`src/rtl/ovl_blend_pkg.sv`:
```
package ovl_blend_pkg;
   localparam int NUM_WIN = 2;
   localparam int CH_W    = 8;
   localparam int NUM_CH  = 3;
   localparam int RGB_W   = CH_W * NUM_CH;
   localparam int PIX_W   = 32;
   localparam int FMT_W   = 4;
   localparam int KEY_WIN = 1;

   typedef enum logic [FMT_W-1:0] {
      FMT_RGB565 = 4'd0,
      FMT_XRGB   = 4'd1,
      FMT_XBGR   = 4'd2,
      FMT_RGBX   = 4'd3,
      FMT_BGRX   = 4'd4,
      FMT_ARGB   = 4'd5,
      FMT_ABGR   = 4'd6,
      FMT_RGBA   = 4'd7,
      FMT_BGRA   = 4'd8
   } pix_fmt_e;

   typedef logic [RGB_W-1:0] rgb_t;
endpackage

```
`src/rtl/ovl_px_unpack.sv`:
```
module ovl_px_unpack
   import ovl_blend_pkg::*;
(
   input  logic [PIX_W-1:0] pix,
   input  logic [FMT_W-1:0] fmt,
   output rgb_t             rgb,
   output logic             has_alpha,
   output logic [CH_W-1:0]  alpha
);
   logic [4:0] r5, b5;
   logic [5:0] g6;

   assign r5 = pix[15:11];
   assign g6 = pix[10:5];
   assign b5 = pix[4:0];

   always_comb begin
      has_alpha = 1'b0;
      alpha     = '0;
      case (fmt)
         FMT_RGB565: rgb = {r5, r5[4:2], g6, g6[5:4], b5, b5[4:2]};
         FMT_XBGR:   rgb = {pix[7:0], pix[15:8], pix[23:16]};
         FMT_RGBX:   rgb = pix[31:8];
         FMT_BGRX:   rgb = {pix[15:8], pix[23:16], pix[31:24]};
         FMT_ARGB: begin
            rgb       = pix[23:0];
            has_alpha = 1'b1;
            alpha     = pix[31:24];
         end
         FMT_ABGR: begin
            rgb       = {pix[7:0], pix[15:8], pix[23:16]};
            has_alpha = 1'b1;
            alpha     = pix[31:24];
         end
         FMT_RGBA: begin
            rgb       = pix[31:8];
            has_alpha = 1'b1;
            alpha     = pix[7:0];
         end
         FMT_BGRA: begin
            rgb       = {pix[15:8], pix[23:16], pix[31:24]};
            has_alpha = 1'b1;
            alpha     = pix[7:0];
         end
         default:    rgb = pix[23:0];
      endcase
   end
endmodule

```
`src/rtl/ovl_win_slice.sv`:
```
module ovl_win_slice
   import ovl_blend_pkg::*;
#(
   parameter int COORD_W = 12,
   parameter bit HAS_KEY = 1'b0
) (
   input  logic               in_valid,
   input  logic [COORD_W-1:0] x,
   input  logic [COORD_W-1:0] y,
   input  logic               en,
   input  logic [COORD_W-1:0] tl_x,
   input  logic [COORD_W-1:0] tl_y,
   input  logic [COORD_W-1:0] br_x,
   input  logic [COORD_W-1:0] br_y,
   input  logic [FMT_W-1:0]   fmt,
   input  rgb_t               fix_alpha,
   input  logic [PIX_W-1:0]   pix,
   input  logic               key_en,
   input  rgb_t               key_val,
   input  rgb_t               key_mask,
   output logic               rd,
   output rgb_t               rgb_o,
   output rgb_t               alpha_o
);
   logic            hit;
   logic            keyed;
   rgb_t            color;
   logic            has_alpha;
   logic [CH_W-1:0] px_alpha;

   assign hit = en && (x >= tl_x) && (x <= br_x) && (y >= tl_y) && (y <= br_y);
   assign rd  = in_valid && hit;

   ovl_px_unpack u_unpack (
      .pix       (pix),
      .fmt       (fmt),
      .rgb       (color),
      .has_alpha (has_alpha),
      .alpha     (px_alpha)
   );

   generate
      if (HAS_KEY) begin : g_key
         assign keyed = key_en && (((color ^ key_val) & ~key_mask) == '0);
      end else begin : g_nokey
         logic unused_key;
         assign unused_key = ^{key_en, key_val, key_mask};
         assign keyed      = 1'b0;
      end
   endgenerate

   always_comb begin
      if (!hit) begin
         rgb_o   = '0;
         alpha_o = '0;
      end else begin
         rgb_o = color;
         if (keyed)
            alpha_o = '0;
         else if (has_alpha)
            alpha_o = {NUM_CH{px_alpha}};
         else
            alpha_o = fix_alpha;
      end
   end
endmodule

```
`src/rtl/ovl_chan_blend.sv`:
```
module ovl_chan_blend #(
   parameter int W = 8
) (
   input  logic [W-1:0] alpha,
   input  logic [W-1:0] top,
   input  logic [W-1:0] bot,
   output logic [W-1:0] mix
);
   localparam int           VW   = 2 * W + 2;
   localparam logic [W-1:0] FULL = '1;
   localparam logic [VW-1:0] HALF = VW'(1) << (W - 1);

   logic [VW-1:0] prod, tmp, fin;
   logic          unused_hi;

   assign prod      = VW'(alpha) * VW'(top) + VW'(FULL - alpha) * VW'(bot);
   assign tmp       = prod + HALF;
   assign fin       = (tmp + (tmp >> W)) >> W;
   assign mix       = fin[W-1:0];
   assign unused_hi = |fin[VW-1:W];
endmodule

```
`src/rtl/ovl_blend.sv`:
```
module ovl_blend
   import ovl_blend_pkg::*;
#(
   parameter int COORD_W = 12
) (
   input  logic                            clk,
   input  logic                            rst_n,
   input  logic                            in_valid,
   input  logic [COORD_W-1:0]              in_x,
   input  logic [COORD_W-1:0]              in_y,
   input  logic [NUM_WIN-1:0]              win_en,
   input  logic [NUM_WIN-1:0][COORD_W-1:0] win_tl_x,
   input  logic [NUM_WIN-1:0][COORD_W-1:0] win_tl_y,
   input  logic [NUM_WIN-1:0][COORD_W-1:0] win_br_x,
   input  logic [NUM_WIN-1:0][COORD_W-1:0] win_br_y,
   input  logic [NUM_WIN-1:0][FMT_W-1:0]   win_fmt,
   input  logic [NUM_WIN-1:0][RGB_W-1:0]   win_alpha,
   input  logic [NUM_WIN-1:0][PIX_W-1:0]   win_pix,
   output logic [NUM_WIN-1:0]              win_rd,
   input  logic                            key_en,
   input  logic [RGB_W-1:0]                key_val,
   input  logic [RGB_W-1:0]                key_mask,
   output logic                            out_valid,
   output logic [RGB_W-1:0]                out_rgb
);
   initial begin
      if (COORD_W < 2 || COORD_W > 16)
         $error("ovl_blend: COORD_W must lie in 2..16");
      if (NUM_WIN != 2 || KEY_WIN >= NUM_WIN)
         $error("ovl_blend: the compositor expects two windows");
   end

   logic [NUM_WIN-1:0][RGB_W-1:0] sl_rgb, sl_a;
   logic [NUM_WIN-1:0][RGB_W-1:0] s1_rgb, s1_a;
   logic                          s1_valid;
   rgb_t                          mid, mix;

   // per-window hit, fetch and alpha selection
   generate
      for (genvar w = 0; w < NUM_WIN; w++) begin : g_win
         ovl_win_slice #(
            .COORD_W (COORD_W),
            .HAS_KEY (w == KEY_WIN)
         ) u_slice (
            .in_valid  (in_valid),
            .x         (in_x),
            .y         (in_y),
            .en        (win_en[w]),
            .tl_x      (win_tl_x[w]),
            .tl_y      (win_tl_y[w]),
            .br_x      (win_br_x[w]),
            .br_y      (win_br_y[w]),
            .fmt       (win_fmt[w]),
            .fix_alpha (win_alpha[w]),
            .pix       (win_pix[w]),
            .key_en    (key_en),
            .key_val   (key_val),
            .key_mask  (key_mask),
            .rd        (win_rd[w]),
            .rgb_o     (sl_rgb[w]),
            .alpha_o   (sl_a[w])
         );
      end
   endgenerate

   // stage 1: decoded colour and alpha
   always_ff @(posedge clk or negedge rst_n) begin
      if (!rst_n) begin
         s1_valid <= 1'b0;
         s1_rgb   <= '0;
         s1_a     <= '0;
      end else begin
         s1_valid <= in_valid;
         s1_rgb   <= sl_rgb;
         s1_a     <= sl_a;
      end
   end

   // bottom over black, then top over bottom, per channel
   generate
      for (genvar c = 0; c < NUM_CH; c++) begin : g_ch
         ovl_chan_blend #(.W(CH_W)) u_bot (
            .alpha (s1_a[0][c*CH_W +: CH_W]),
            .top   (s1_rgb[0][c*CH_W +: CH_W]),
            .bot   ({CH_W{1'b0}}),
            .mix   (mid[c*CH_W +: CH_W])
         );
         ovl_chan_blend #(.W(CH_W)) u_top (
            .alpha (s1_a[1][c*CH_W +: CH_W]),
            .top   (s1_rgb[1][c*CH_W +: CH_W]),
            .bot   (mid[c*CH_W +: CH_W]),
            .mix   (mix[c*CH_W +: CH_W])
         );
      end
   endgenerate

   // stage 2: output register
   always_ff @(posedge clk or negedge rst_n) begin
      if (!rst_n) begin
         out_valid <= 1'b0;
         out_rgb   <= '0;
      end else begin
         out_valid <= s1_valid;
         out_rgb   <= s1_valid ? mix : '0;
      end
   end
endmodule

```
`config.mk`:
```
export PLATFORM = sky130hd
export DESIGN_NAME = ovl_blend
export DESIGN_NICKNAME = d
export VERILOG_FILES = /design/src/rtl/ovl_blend_pkg.sv /design/src/rtl/ovl_px_unpack.sv /design/src/rtl/ovl_win_slice.sv /design/src/rtl/ovl_chan_blend.sv /design/src/rtl/ovl_blend.sv
export SDC_FILE = /design/constraint.sdc
export NUM_CORES = 2
export LEC_CHECK = 0
export ABC_CLOCK_PERIOD_IN_PS = 36400
export BUFFER_PORTS_ARGS = -buffer_cell sky130_fd_sc_hd__buf_2
export CORE_MARGIN = 1
export CORE_UTILIZATION = 35
export DETAILED_ROUTE_END_ITERATION = 12
export PLACE_DENSITY = 0.54
export SLEW_MARGIN = 20
export SYNTH_ARGS = -nofsm -noshare
export SYNTH_HDL_FRONTEND = slang
export SYNTH_SLANG_ARGS = --single-unit
```
`constraint.sdc`:
```
create_clock -name clk -period 36.4 [get_ports clk]
set_input_delay 3.64 -clock clk [delete_from_list [all_inputs] [get_ports clk]]
set_output_delay 3.64 -clock clk [all_outputs]
set_load 0.005 [all_outputs]
```
==> metrics.md <==
| Metric | Value |
|---|---|
| Post-route cell area | 0.0351 sq mm |
| Post-CTS Resized | 0 |
| Dominant synthesized flop cell | dfrtp_1 |
| Total grt overflow | 0 |
| Number of global-route vias before repair | 25900 |
| Post-layout util | 0.395 |
| Skew final | 19.1 ps |
| Final Cycle Share | 0.375 |
| Final GP Congestion | 0.937 |
| Postcts setup bufs | 0 |
| Pre-antenna DRT Iters | 10 |
| Port bufs | 320 |
| Synth warn | 0 |
| Final setup violating endpoints | 0 |
| Ports | 321 |
| Share of layout cells above drive strength 1 | 0.120 |
| Final antenna-violating net count | 0 |
| Row Count | 109 |
| Seq/Total Area, Yosys | 0.0965 |
| FF+latch count, synth | 122 |
| Synth Net Count | 4853 |
| Hold Crit Class | flip-flop to flip-flop |
| Arrival time worst endpoint | 14000 ps |
| Synth unique cells | 102 |
| Die Height | 303 um |
| Cells after Synth | 3671 |
| Crit path time final | 13630 ps |
| CTS hold repair buffers | 0 |
| Setup Crit Path Kind | flip-flop to flip-flop |
| Relative slew slack | 0.316 |
| Crit path top cell by count | fa_1 |
| Chip width | 303 um |
| Synthesized area | 0.0316 sq mm |
| Critical path startpoint category | flip-flop |
| Layout fillers | 9276 |
| Clock Tree Buf Depth | 2 |
| Max cap viols | 0 |
| Power density cells | 12.1 mW/mm^2 |
| Core area | 0.0889 sq mm |
| Number of hold violations in the final report | 0 |
| Avg Cell Area, Syn | 8.62 sq um |
| Final layout net count | 5123 |
| CP max-delay cell | fa_1 |
| Peak supply drop | 32.2 uV |
| Per-cell routed wire length | 17.3 um |
| Detailed Route WL | 88700 um |
| Via density | 5.01 |
| Clk_lat worst skew | 470 ps |
| Worst Path Max Fanout | 8 |
| Worst Max-Slew Pin Slew | 1020 ps |
| Post-synth EDFFs | 0 |
| Placed Area | 0.0345 sq mm |
| Maximum clock rate | 73.3 MHz |
| Fin. max-slew vios | 0 |
| Overall Global Routing Usage | 0.198 |
| Root Driver | clkbuf_16 |
| CTS clk-pin slew, worst paths | 60 ps |
| Cts bufs inserted | 17 |
| Asr flop ratio synth | 1.00 |
| Status | completed |
| CTS tree | yes |
| Global-route wire length before repair | 143000 um |
| DP Wirelength | 75100 um |
| Commonest non-fill, non-tap cell in the layout | inv_1 |
| Vias | 25700 |
| Critical Path RT | 36760 ps |
| RSZ-0062 raised after global routing | no |
| Setup TNS | 0 ps |
| Static Leakage | 0.0196 uW |
| Critical Path Sink Type | flip-flop |
| Htree depth | 4 |
| Area of the die | 0.0916 sq mm |
| Starting DRT DRC Count | 1531 |
| Most frequent cells in the layout | inv_1 (714), ha_1 (486), fa_1 (402) |
| # DRC | 0 |
| Clock tree sinks | 122 |
| Initial Util | 0.356 |
| Initial antenna violation count | 6 |
| Max stage delay on crit path | 550 ps |
| Largest net degree at the start of global routing | 69 |
| Area growth syn-to-layout | 11.1% |
[worst max-delay path: cells and delay by family, from the launching register on]
family / cells / cell delay (ps)
adder cells (fa/ha/maj): 17 / 7110
AO/OA/AOI/OAI: 11 / 2600
AND/OR/NAND/NOR: 9 / 1840
XOR/XNOR: 3 / 1140
flip-flops: 1 / 480
buffers and inverters: 7 / 390
[report_power, final]
group	switching (uW)	internal, uW
clock	71.3	102
combinational	65.5	42.5
sequential	6.15	137
[Yosys cell counts, types with 15 or more instances]
cell | instances | area (sq um)
a211o_1 | 19 | 166
a21o_1 | 63 | 473
a21oi_1 | 152 | 761
a222oi_1 | 31 | 310
a22oi_1 | 34 | 255
a31oi_1 | 16 | 100
and2_1 | 244 | 1530
and3_1 | 23 | 144
clkbuf_1 | 72 | 270
dfrtp_1 | 122 | 3050
fa_1 | 402 | 8050
ha_1 | 486 | 6080
inv_1 | 714 | 2680
mux2i_1 | 15 | 150
nand2_1 | 269 | 1010
nand2b_1 | 24 | 150
nand3_1 | 31 | 155
nand4_1 | 24 | 150
nor2_1 | 247 | 927
nor2b_1 | 25 | 156
nor3_1 | 78 | 390
o21a_1 | 20 | 150
o21ai_0 | 66 | 330
or2_1 | 17 | 106
or2_2 | 40 | 250
or3_1 | 47 | 294
xnor2_1 | 73 | 639
xor2_1 | 47 | 412
[layer usage]
layer	GRT usage	vias up	wire, um
li1	-	12600	-
met1	0.284	12300	42700
met2	0.314	677	39400
met3	0.0286	77	4880
met4	0.0419	2	1640
met5	0	-	13
[per-stage QoR]
stage / power (uW) / hold WS (ps) / instances / setup WS (ps)
2_1_floorplan: 201 / 438 / 3671 / 23750
3_3_place_gp: 253 / 673 / 5087 / 22930
3_5_place_dp: 253 / 687 / 5087 / 22800
4_1_cts: 429 / 700 / 5119 / 22760
5_1_grt: 447 / 712 / 5119 / 21920
6_report: 425 / 697 / 5123 / 22770
[worst paths after layout]
path | from | end | slack [ps] | depth (start not counted)
worst max-delay path | s1_rgb[16] | out_rgb[21] | 22770 | 47
worst min-delay path | s1_valid | out_valid | 700 | 1
worst max register to register | s1_rgb[16] | out_rgb[21] | 22770 | 47
worst min register to register | s1_valid | out_valid | 700 | 1
max in group asynchronous | rst_n | s1_rgb[5] | 31990 | 2
min in group asynchronous | rst_n | out_rgb[17] | 3160 | 1
[final cells by class]
cell class	instances	area (sq um)	share of cell area
Tap cell	1165	1460	0.0415
Sequential cell	122	3050	0.0869
Multi-Input combinational cell	2747	25600	0.729
Antenna cell	4	10.0	0.000285
Clock buffer	17	425	0.0121
Timing Repair Buffer	338	1740	0.0496
Clock inverter	15	165	0.00470
Inverter	715	2680	0.0764
[kinds of logic after synthesis]
kind of cell | share of synthesized area
compound gates | 0.130
xor+xnor | 0.0411
fa+ha+maj | 0.448
buf+inv | 0.0959
flops | 0.0965
mux | 0.00653
simple gates | 0.182
[registers in the layout (all words and copies together), names as in the netlist]
| register | cells |
|---|---|
| s1_a | 48 |
| s1_rgb | 48 |
| out_rgb | 24 |
| out_valid | 1 |
| s1_valid | 1 |
Note: power is estimated with default switching activity, not from simulation.
